==> src/rtl/txcoll_guard.sv <==
module txcoll_guard #(
  parameter int DATA_W       = 8,
  parameter int TICKS        = 16,
  parameter int SAMPLE_EARLY = 9,
  parameter int SAMPLE_LATE  = 13
) (
  input  logic              clk,
  input  logic              rst_n,
  input  logic              tick_en,
  input  logic [1:0]        mode,
  input  logic              tx_inv,
  input  logic              rx_inv,
  input  logic              rx_sync,
  input  logic              wr_stb,
  input  logic [DATA_W-1:0] wr_data,
  input  logic              err_clr,
  output logic              txd,
  output logic              tx_busy,
  output logic              tx_empty,
  output logic              tx_done,
  output logic              bit_err,
  output logic              irq
);
  localparam int FRAME = DATA_W + 2;
  localparam int TW = $clog2(TICKS);
  localparam int BW = $clog2(FRAME);
  localparam logic [1:0] MODE_EARLY = 2'b01;
  localparam logic [1:0] MODE_LATE  = 2'b10;

  logic [DATA_W-1:0] buf_q;
  logic              buf_full;
  logic              busy;
  logic [FRAME-1:0]  sh_q;
  logic [TW-1:0]     tick_q;
  logic [BW-1:0]     bit_q;
  logic              err_q;

  wire          det_on   = (mode == MODE_EARLY) || (mode == MODE_LATE);
  wire [TW-1:0] samp     = (mode == MODE_LATE) ? TW'(SAMPLE_LATE) : TW'(SAMPLE_EARLY);
  wire          tx_lvl   = busy ? sh_q[0] : 1'b1;
  wire          rx_lvl   = rx_sync ^ rx_inv;
  wire          mismatch = busy && tick_en && det_on && (tick_q == samp) && (rx_lvl != tx_lvl);
  wire          bit_end  = busy && tick_en && (tick_q == TW'(TICKS - 1));
  wire          last_bit = (bit_q == BW'(FRAME - 1));
  wire          start    = !busy && buf_full && !err_q;

  always_ff @(posedge clk or negedge rst_n) begin
    if (!rst_n) begin
      err_q <= 1'b0;
    end else if (!det_on) begin
      err_q <= 1'b0;
    end else if (mismatch) begin
      err_q <= 1'b1;
    end else if (err_clr) begin
      err_q <= 1'b0;
    end
  end

  always_ff @(posedge clk or negedge rst_n) begin
    if (!rst_n) begin
      buf_q    <= '0;
      buf_full <= 1'b0;
    end else if (mismatch) begin
      buf_full <= 1'b0;
    end else if (wr_stb) begin
      buf_q    <= wr_data;
      buf_full <= 1'b1;
    end else if (start) begin
      buf_full <= 1'b0;
    end
  end

  always_ff @(posedge clk or negedge rst_n) begin
    if (!rst_n) begin
      busy   <= 1'b0;
      sh_q   <= '1;
      tick_q <= '0;
      bit_q  <= '0;
    end else if (mismatch) begin
      busy   <= 1'b0;
      sh_q   <= '1;
    end else if (start) begin
      busy   <= 1'b1;
      sh_q   <= {1'b1, buf_q, 1'b0};
      tick_q <= '0;
      bit_q  <= '0;
    end else if (bit_end) begin
      tick_q <= '0;
      sh_q   <= {1'b1, sh_q[FRAME-1:1]};
      bit_q  <= bit_q + BW'(1);
      if (last_bit) busy <= 1'b0;
    end else if (busy && tick_en) begin
      tick_q <= tick_q + TW'(1);
    end
  end

  assign txd      = tx_lvl ^ tx_inv;
  assign tx_busy  = busy;
  assign tx_empty = !buf_full;
  assign tx_done  = !busy && !buf_full;
  assign bit_err  = err_q;
  assign irq      = err_q;
endmodule


==> config.mk <==
export PLATFORM = sky130hd
export DESIGN_NAME = txcoll_guard
export DESIGN_NICKNAME = d
export VERILOG_FILES = /design/src/rtl/txcoll_guard.sv
export SDC_FILE = /design/constraint.sdc
export NUM_CORES = 1
export LEC_CHECK = 0
export CAP_MARGIN = 15
export CORE_ASPECT_RATIO = 1.1
export CORE_MARGIN = 4
export CORE_UTILIZATION = 48
export CTS_BUF_LIST = sky130_fd_sc_hd__clkbuf_8
export CTS_CLUSTER_DIAMETER = 80
export DETAILED_ROUTE_END_ITERATION = 6
export PLACE_DENSITY = 0.83
export SLEW_MARGIN = 40
export SYNTH_ARGS = -nofsm -noshare
export SYNTH_HDL_FRONTEND = slang
export SYNTH_SLANG_ARGS = --single-unit
==> constraint.sdc <==
create_clock -name clk -period 2.74 [get_ports clk]
set_clock_uncertainty 0.15 [all_clocks]
set_input_delay 0.411 -clock clk [delete_from_list [all_inputs] [get_ports clk]]
set_output_delay 0.411 -clock clk [all_outputs]
set_load 0.1 [all_outputs]
**Word-level counts from Yosys, hierarchy flattened**

Cells that the tools add are included.

- Add/sub/neg operators: 2
- Multiply operators: 0
- Div/mod/pow operators: 0
- Order comparisons: 0
- Eq/ne operators: 7
- Shifts and indexed selects: 0
- Multiplexer cells: 20
- Bitwise gates (word level): 3
- Reduce and logical (&&, ||, !) cells: 21

Operators by type and width:

| kind | count |
|---|---|
| 10-bit two-way mux | 3 |
| 4-bit two-way mux | 5 |
| 3-bit nonzero test | 4 |
| 1-bit two-way mux | 11 |
| 4-bit by 1-bit adder with 4-bit output (second input constant) | 2 |
| 4-bit == test (second input constant) | 2 |
| 1-bit logical AND | 8 |
| 2-bit AND reduction | 4 |
| 4-bit == test | 1 |
| 1-bit zero test | 3 |
| 3-bit two-way mux | 1 |
| 3-bit by 2-bit != test with 1-bit output (second input constant) | 1 |
| 2-bit by 1-bit == test with 1-bit output (second input constant) | 1 |
| 2-bit == test (second input constant) | 1 |
| 2-bit nonzero test | 1 |
| 1-bit XOR | 2 |
| 1-bit logical OR | 1 |
| 1-bit != test | 1 |
| 1-bit inverter | 1 |

- Register bits: 29
- Bits in latches: 0
- Bits in writable memories: 0
- Bits in read-only memories: 0
- Input port bits: 18
- Output and inout bits: 6
- Word-level logic and storage cells: 60
- Memories kept: 0

**Logic depth before layout (Yosys ltp)**

Gate-level depths: netlist of run 1.

- Depth in word-level cells: 7
- Mapped depth: 9
- Mapped depth without buffers: 7

**Least setup slack after synthesis of run 1**

OpenSTA, ideal clock, no wires.

- Path type: reg2out
- From: reg busy, in the netlist tx_busy
- To: out txd
- Arrival: 2.713 ns
- Data required time: 2.179 ns
- Setup slack: -0.534 ns
- Cell stages (with the launch flop): 3
- Path buffers: 0
- Path through: dfrtp_1 and2b_1 xnor2_1

- Cells in the longest elaborated chain, start to end: 2

RTL lines:

| item | RTL line | RTL |
|---|---|---|
| start: declaration | 32 | `logic busy;` |
| start signal: assignment | 75 | `busy <= 1'b0;` |
| start signal: assignment | 80 | `busy <= 1'b0;` |
| start signal: assignment | 83 | `busy <= 1'b1;` |
| 1-bit two-way mux | 40 | `wire tx_lvl = busy ? sh_q[0] : 1'b1;` |
| 1-bit XOR | 97 | `assign txd = tx_lvl ^ tx_inv;` |
| end: declaration | 17 | `output logic txd,` |

Every way passes these cells.

**Final worst setup path of run 1**

- From: in mode[0]
- To: reg buf_q[2]

- Cells in the longest elaborated chain, start to end: 7
- Elaborated cells on any way between the ends: 10
- Classes of those cells: eq/ne (3); mux (1); bitwise (1); reduce/logical (5)

RTL lines:

| item | RTL line | RTL |
|---|---|---|
| start: declaration | 10 | `input logic [1:0] mode,` |
| 2-bit == test / 2-bit by 1-bit == test with 1-bit output (equally long branches) | 38, 39 |  |
| 3-bit two-way mux / 1-bit logical OR (equally long branches) | 39, 38 |  |
| 4-bit == test / 1-bit logical AND (equally long branches) | 42 | `wire mismatch = busy && tick_en && det_on && (tick_q == samp) && (rx_lvl != tx_lvl);` |
| 1-bit logical AND * (2 in series) | 42 |  |
| 1-bit inverter (no source line) * | -- |  |
| 2-bit AND reduction (no source line) * | -- |  |
| end signal: assignment | 66 | `buf_q <= wr_data;` |
| end: declaration | 30 | `logic [DATA_W-1:0] buf_q;` |

Every way passes the cells marked *; elsewhere a longest branch is shown, timed or not.
A chain may end at the register's enable or synchronous reset.

==> results of run 1 <==
power by group:
part           switching [W]  leakage (nW)  internal [W]
Clock               0.000124        0.0288      0.000129
Sequential          0.000118         0.323      0.000588
Combinational       0.000329         0.467      0.000251
Total               0.000571         0.818      0.000968
cell type report:
class / instances / area (um2) / area share [%]
flip-flops and latches: 28 / 711.9 / 40.13
well taps: 33 / 41.29 / 2.327
clock buffers: 4 / 55.05 / 3.103
inverters: 4 / 15.01 / 0.8463
multi-input cells: 106 / 685.7 / 38.65
repair buffers: 28 / 265.3 / 14.95
per-stage QoR:
step	hold WS [ns]	worst slack, ns	utilization (%)
4_1_cts	0.3560	0.2623	62.74
2_1_floorplan	-0.03459	0.02446	-
5_1_grt	0.3811	0.2031	62.74
6_report	0.3445	0.2555	62.74
3_5_place_dp	0.3446	-0.02517	60.80
3_3_place_gp	0.3436	-0.01069	60.80
per-layer routing:
| metal | share of wire, % | track usage (%) | vias to the layer above |
|---|---|---|---|
| met2 | 48 | 27.16 | 46 |
| met3 | 7.1 | 3.536 | 9 |
| li1 | - | - | 549 |
| met1 | 43 | 21.36 | 547 |
| met5 | 0 | 0 | - |
| met4 | 2.0 | 5.263 | 0 |
synth_stat cells (all sizes together):
library cell,count,area [um2]
a211oi,1,7.510
and2,2,15.02
a21oi,7,35.03
or3,3,18.77
dfrtp,19,475.5
and2b,1,7.510
mux2i,3,30.03
nor2,14,52.55
xnor2,3,26.28
mux2,8,120.1
xor2,1,8.760
o31ai,3,22.52
dfstp,9,236.5
and3,7,43.79
or2,1,6.260
clkbuf,5,18.77
or4,1,7.510
o21ai,9,45.04
o22ai,2,12.51
a2111oi,1,8.760
nor3,4,20.02
buf,3,23.77
nand3,4,20.02
nand2,24,90.09
a41oi,1,8.760
ha,5,62.56
a31oi,1,6.260
inv,4,15.01
state kept, by name, indices dropped and copies added, names as in the netlist:
name,count
bit_q,4
buf_full,1
tick_q,4
tx_busy,1
bit_err,1
sh_q,9
buf_q,8
cell usage in the layout, fill, tap and decap left out, types with 4 or more instances in the layout:
| cell type | netlist | layout |
|---|---|---|
| a21oi_1 | 7 | 7 |
| and3_1 | 7 | 7 |
| buf_4 | 1 | 10 |
| clkbuf_8 | 0 | 4 |
| clkdlybuf4s50_1 | 0 | 17 |
| dfrtp_1 | 19 | 19 |
| dfstp_2 | 9 | 9 |
| ha_1 | 5 | 5 |
| inv_1 | 4 | 4 |
| mux2_4 | 8 | 8 |
| nand2_1 | 24 | 24 |
| nand3_1 | 4 | 4 |
| nor2_1 | 14 | 13 |
| nor3_1 | 4 | 4 |
| o21ai_0 | 9 | 9 |
final timing paths:
kind | depth (start not counted) | from | slack (ns) | end
setup reg to reg | 7 | tick_q[1] | 0.54 | buf_q[2]
min in group clk | 1 | buf_q[7] | 0.37 | buf_q[7]
max in group asynchronous | 2 | rst_n | 1.78 | sh_q[1]
hold / removal | 2 | rst_n | 0.34 | tick_q[2]
setup / recovery | 8 | mode[0] | 0.26 | buf_q[2]
hold reg to reg | 1 | buf_q[7] | 0.37 | buf_q[7]
logic make-up after synthesis:
family / count (synthesis)
XOR/XNOR: 4
AND/OR/NAND/NOR: 61
multiplexers: 11
flip-flops: 28
buffers and inverters: 12
AO/OA/AOI/OAI: 25
adder cells (fa/ha/maj): 5
critical path, cell delays in order:
cell and delay (ns):
clkdlybuf4s50_1 0.45, inv_1 0.04, ha_1 0.21, xor2_1 0.14, or3_1 0.36, or3_1 0.34
and2_4 0.23, mux2_4 0.31
==> results.ini, run 1 <==
[job]
drv_cap = 0

[hold_path]
hold_class = in2async

[cts]
clk-insertion-delay-late_ns = 0.27
post-cts-setup-buffers = 0
cts-htree-levels = 1
cts_tree = built
cts_root_buffer = clkbuf_8
cts-buffers-inserted = 3
post_cts_resized = 0
hold_buffers = 0
clk_pin_slew_worst_paths_ns = 0.09
clock_sinks = 28
clock_path_buffers = 2

[critical_path]
crit_type = in2reg
crit_fanout = 8
cp.required_ns = 2.75
critPathLaunchType = primary input
critPathArrivalTime_ns = 2.50
cp-end-kind = flip-flop

[sta]
finalCritPeriodShare_pct = 90.67
setup-tns-final_ns = 0
fin_crit_ns = 2.484
rsz0062_at_grt = no
report.final.slew_viol_count = 0
fmax_mhz = 402.5
max_slew_margin_pct = 55.84
finalHoldViolations = 0
finalSetupViolCount = 0
worstMarginPinSlew_ns = 0.6623

[detailed_routing]
first_iter_violations = 67
final_antenna_net_count = 0
drtPass1Iterations = 4
drc_errors = 0
vias_per_cell = 5.670
wl_per_cell_um = 14.58
num_vias = 1151
drt-total-wl_um = 2960

[global_route]
grt_pass1_vias = 1138
antenna_found_initial = 0
grtUsageTotal_pct = 16.52
grt_pass1_wl_um = 4988
grt_max_degree = 29
grt.overflow.total = 0

[cells_and_area]
drive_gt1_share_pct = 21.18
final_cells = 203
syn_to_final_growth_pct = 22.77
fillCellCount = 238
final_area_um2 = 1774
nets = 194
antenna_cells = 0

[yosys]
synth_adder_area_share_pct = 4.329
synth_cell_type_count = 31
syn_area_um2 = 1445
synth_mux_area_share_pct = 10.39
synthCells = 146
seq_area_frac_synth_pct = 49.26
synth_fp_nets = 169
syn_avg_cell_area_um2 = 9.898
synth_simple_gate_area_share_pct = 19.48
ys.warnings.count = 0
ys_seq_elements = 28
synth_xor_area_share_pct = 2.424
synth_compound_area_share_pct = 10.13
synth_top_family_by_area = simple AND/OR/NAND/NOR gates

[floorplan]
ioPinCount = 24
die_w_um = 60.32
rows = 20
die-area_um2 = 3954
coreArea_um2 = 2828
die_h_um = 65.55
start_util_pct = 51.11

[place]
placed_area_um2 = 1719
port_buffers = 23
dp.cells = 199
hpwlAfterDp_um = 2128
gp_congestion = 0.8422

[pwr]
power_w = 0.001539
peakVddDrop_v = 0.0006806
power_density_nw_per_um2 = 867.3
p_leak_nw = 0.8184

[outcome]
status = finished clean

Power figures use the tool's default switching activity.
==> run 2, diff against run 1 <==
--- a/config.mk
+++ b/config.mk
@@ -6,13 +6,13 @@
 export NUM_CORES = 1
 export LEC_CHECK = 0
 export CAP_MARGIN = 15
-export CORE_ASPECT_RATIO = 1.1
 export CORE_MARGIN = 4
 export CORE_UTILIZATION = 48
 export CTS_BUF_LIST = sky130_fd_sc_hd__clkbuf_8
 export CTS_CLUSTER_DIAMETER = 80
 export DETAILED_ROUTE_END_ITERATION = 6
-export PLACE_DENSITY = 0.83
+export DONT_BUFFER_PORTS = 1
+export PLACE_DENSITY = 0.73
 export SLEW_MARGIN = 40
 export SYNTH_ARGS = -nofsm -noshare
 export SYNTH_HDL_FRONTEND = slang
==> results.ini, run 2 (synthesized netlist as in run 1, its figures left out) <==
[cells_and_area]
regMostFlops = sh_q
mostFrequentLayoutCells = 24 x nand2_1, 18 x dfrtp_1, 13 x nor2_1
antenna_cells = 0
drive_gt1_share_pct = 23.53
fillCellCount = 256
top_regs = sh_q (9), buf_q (8)
layout_commonest_cell = nand2_1
syn_to_final_growth_pct = 11.08
largest_reg_flops = 9
nets = 177

[critical_path]
critical_path_buf_inv_count = 1
slowest_stage = dfrtp_1
crit_path_max_incr_delay_ns = 0.43
crit_start = tick_q[1]
critPathArrivalTime_ns = 2.21
r2r_start = tick_q[1]
crit_fanout = 8
critPathLaunchType = flip-flop
crit_chain = inv_1, ha_1, nand2_1, or3_1, or3_1, and2_4, mux2_4
crit_top_cell = or3_1
cp.required_ns = 2.76
cp_top_family = simple AND/OR/NAND/NOR gates
cp-end-kind = flip-flop
crit_type = reg2reg

[cts]
clk_pin_slew_worst_paths_ns = 0.09
clock_sinks = 28
cts_root_buffer = clkbuf_8
cts_tree = built
clock_path_buffers = 2
post-cts-setup-buffers = 0
cts-htree-levels = 1
cts-buffers-inserted = 3
clk-insertion-delay-late_ns = 0.27

[outcome]
status = finished clean

[floorplan]
start_util_pct = 51.52
die_w_um = 62.87
rows = 19
ioPinCount = 24
die-area_um2 = 3953
die_h_um = 62.87
coreArea_um2 = 2805

[detailed_routing]
drtPass1Iterations = 4
drt-total-wl_um = 2871
wl_per_cell_um = 15.60
final_antenna_net_count = 0
num_vias = 1106
first_iter_violations = 67
vias_per_cell = 6.011
drc_errors = 0

[place]
gp_congestion = 0.7485
dp_slack_ns = 0.4393
port_buffers = 0
hpwlAfterDp_um = 1984

[hold_path]
holdCritStartpoint = wr_stb
hold_class = in2reg

[pwr]
peakVddDrop_v = 0.0004371
p_leak_nw = 0.7495
power_w = 0.001492
power_density_nw_per_um2 = 929.6

[sta]
rsz0062_at_grt = no
max_slew_margin_pct = 55.91
finalCritPeriodShare_pct = 80.02
finalSetupViolCount = 0
finalHoldViolations = 0
report.final.slew_viol_count = 0
worstMarginPinSlew_ns = 0.6614
fin_crit_ns = 2.193
setup-tns-final_ns = 0
fmax_mhz = 456.1
layout_setup_ws_ns = 0.5474
hold_ws_ns = 0.1154

[global_route]
grt_pass1_wl_um = 5002
grt.overflow.total = 0
grtUsageTotal_pct = 15.89
grt_pass1_vias = 1127
antenna_found_initial = 0
grt_max_degree = 29

[job]
drv_cap = 0

run 2: cell count changes in the layout (fill, tap and decap cells not counted):
cell,change
dfrtp_2,+1
buf_4,-1
clkdlybuf4s50_1,-17
dfrtp_1,-1
dlygate4sd3_1,+1
run 2: path summary, 6_finish.rpt:
kind                       endpoint  slack (ns)  cells past startpoint
max                        buf_q[2]        0.55                      7
min                        buf_full        0.12                      2
max reg2reg                buf_q[2]        0.55                      7
min reg2reg                bit_q[2]        0.37                      1
max in group asynchronous   sh_q[3]        1.78                      2
min in group asynchronous  buf_q[0]        0.43                      2
run 2: final cells by class:
cell class / count / area (um2) / area share (%)
inverters: 4 / 15.01 / 0.9353
multi-input cells: 106 / 685.7 / 42.71
clock buffers: 4 / 55.05 / 3.429
repair buffers: 11 / 97.59 / 6.079
well taps: 31 / 38.79 / 2.416
flip-flops and latches: 28 / 713.2 / 44.43
run 2: routing by layer:
| layer | track usage, % | wire length, um |
|---|---|---|
| met4 | 4.132 | 25 |
| met5 | 0 | 0 |
| met1 | 19.09 | 1260 |
| met2 | 27.01 | 1401 |
| met3 | 5.396 | 183 |
run 2: worst register-to-register path, delay by kind of cell, from the launching register on:
kind,cells,cell delay [ns]
muxes,1,0.31
adders and majority gates,1,0.14
DFF,1,0.43
and+or+nand+nor,4,0.97
buffers and inverters,1,0.08
run 2: report_power, final:
part           internal (W)  leakage [nW]  switching [W]
clock              0.000129        0.0288       0.000122
sequential         0.000589         0.321       0.000114
combinational      0.000216         0.400       0.000323
total              0.000933         0.750       0.000559
run 2: what timing repair did:
item,4_1_cts,5_1_grt
hold buffers,2,0
hold endpoints to repair,28,0
resized for setup,0,0
run 2: metrics by stage:
step           util, %  area, um2  std cells
2_1_floorplan        -       1455        146
3_3_place_gp     54.19       1520        178
3_5_place_dp     54.19       1520        178
4_1_cts          57.23       1605        184
5_1_grt          57.23       1605        184
6_report         57.23       1605        184
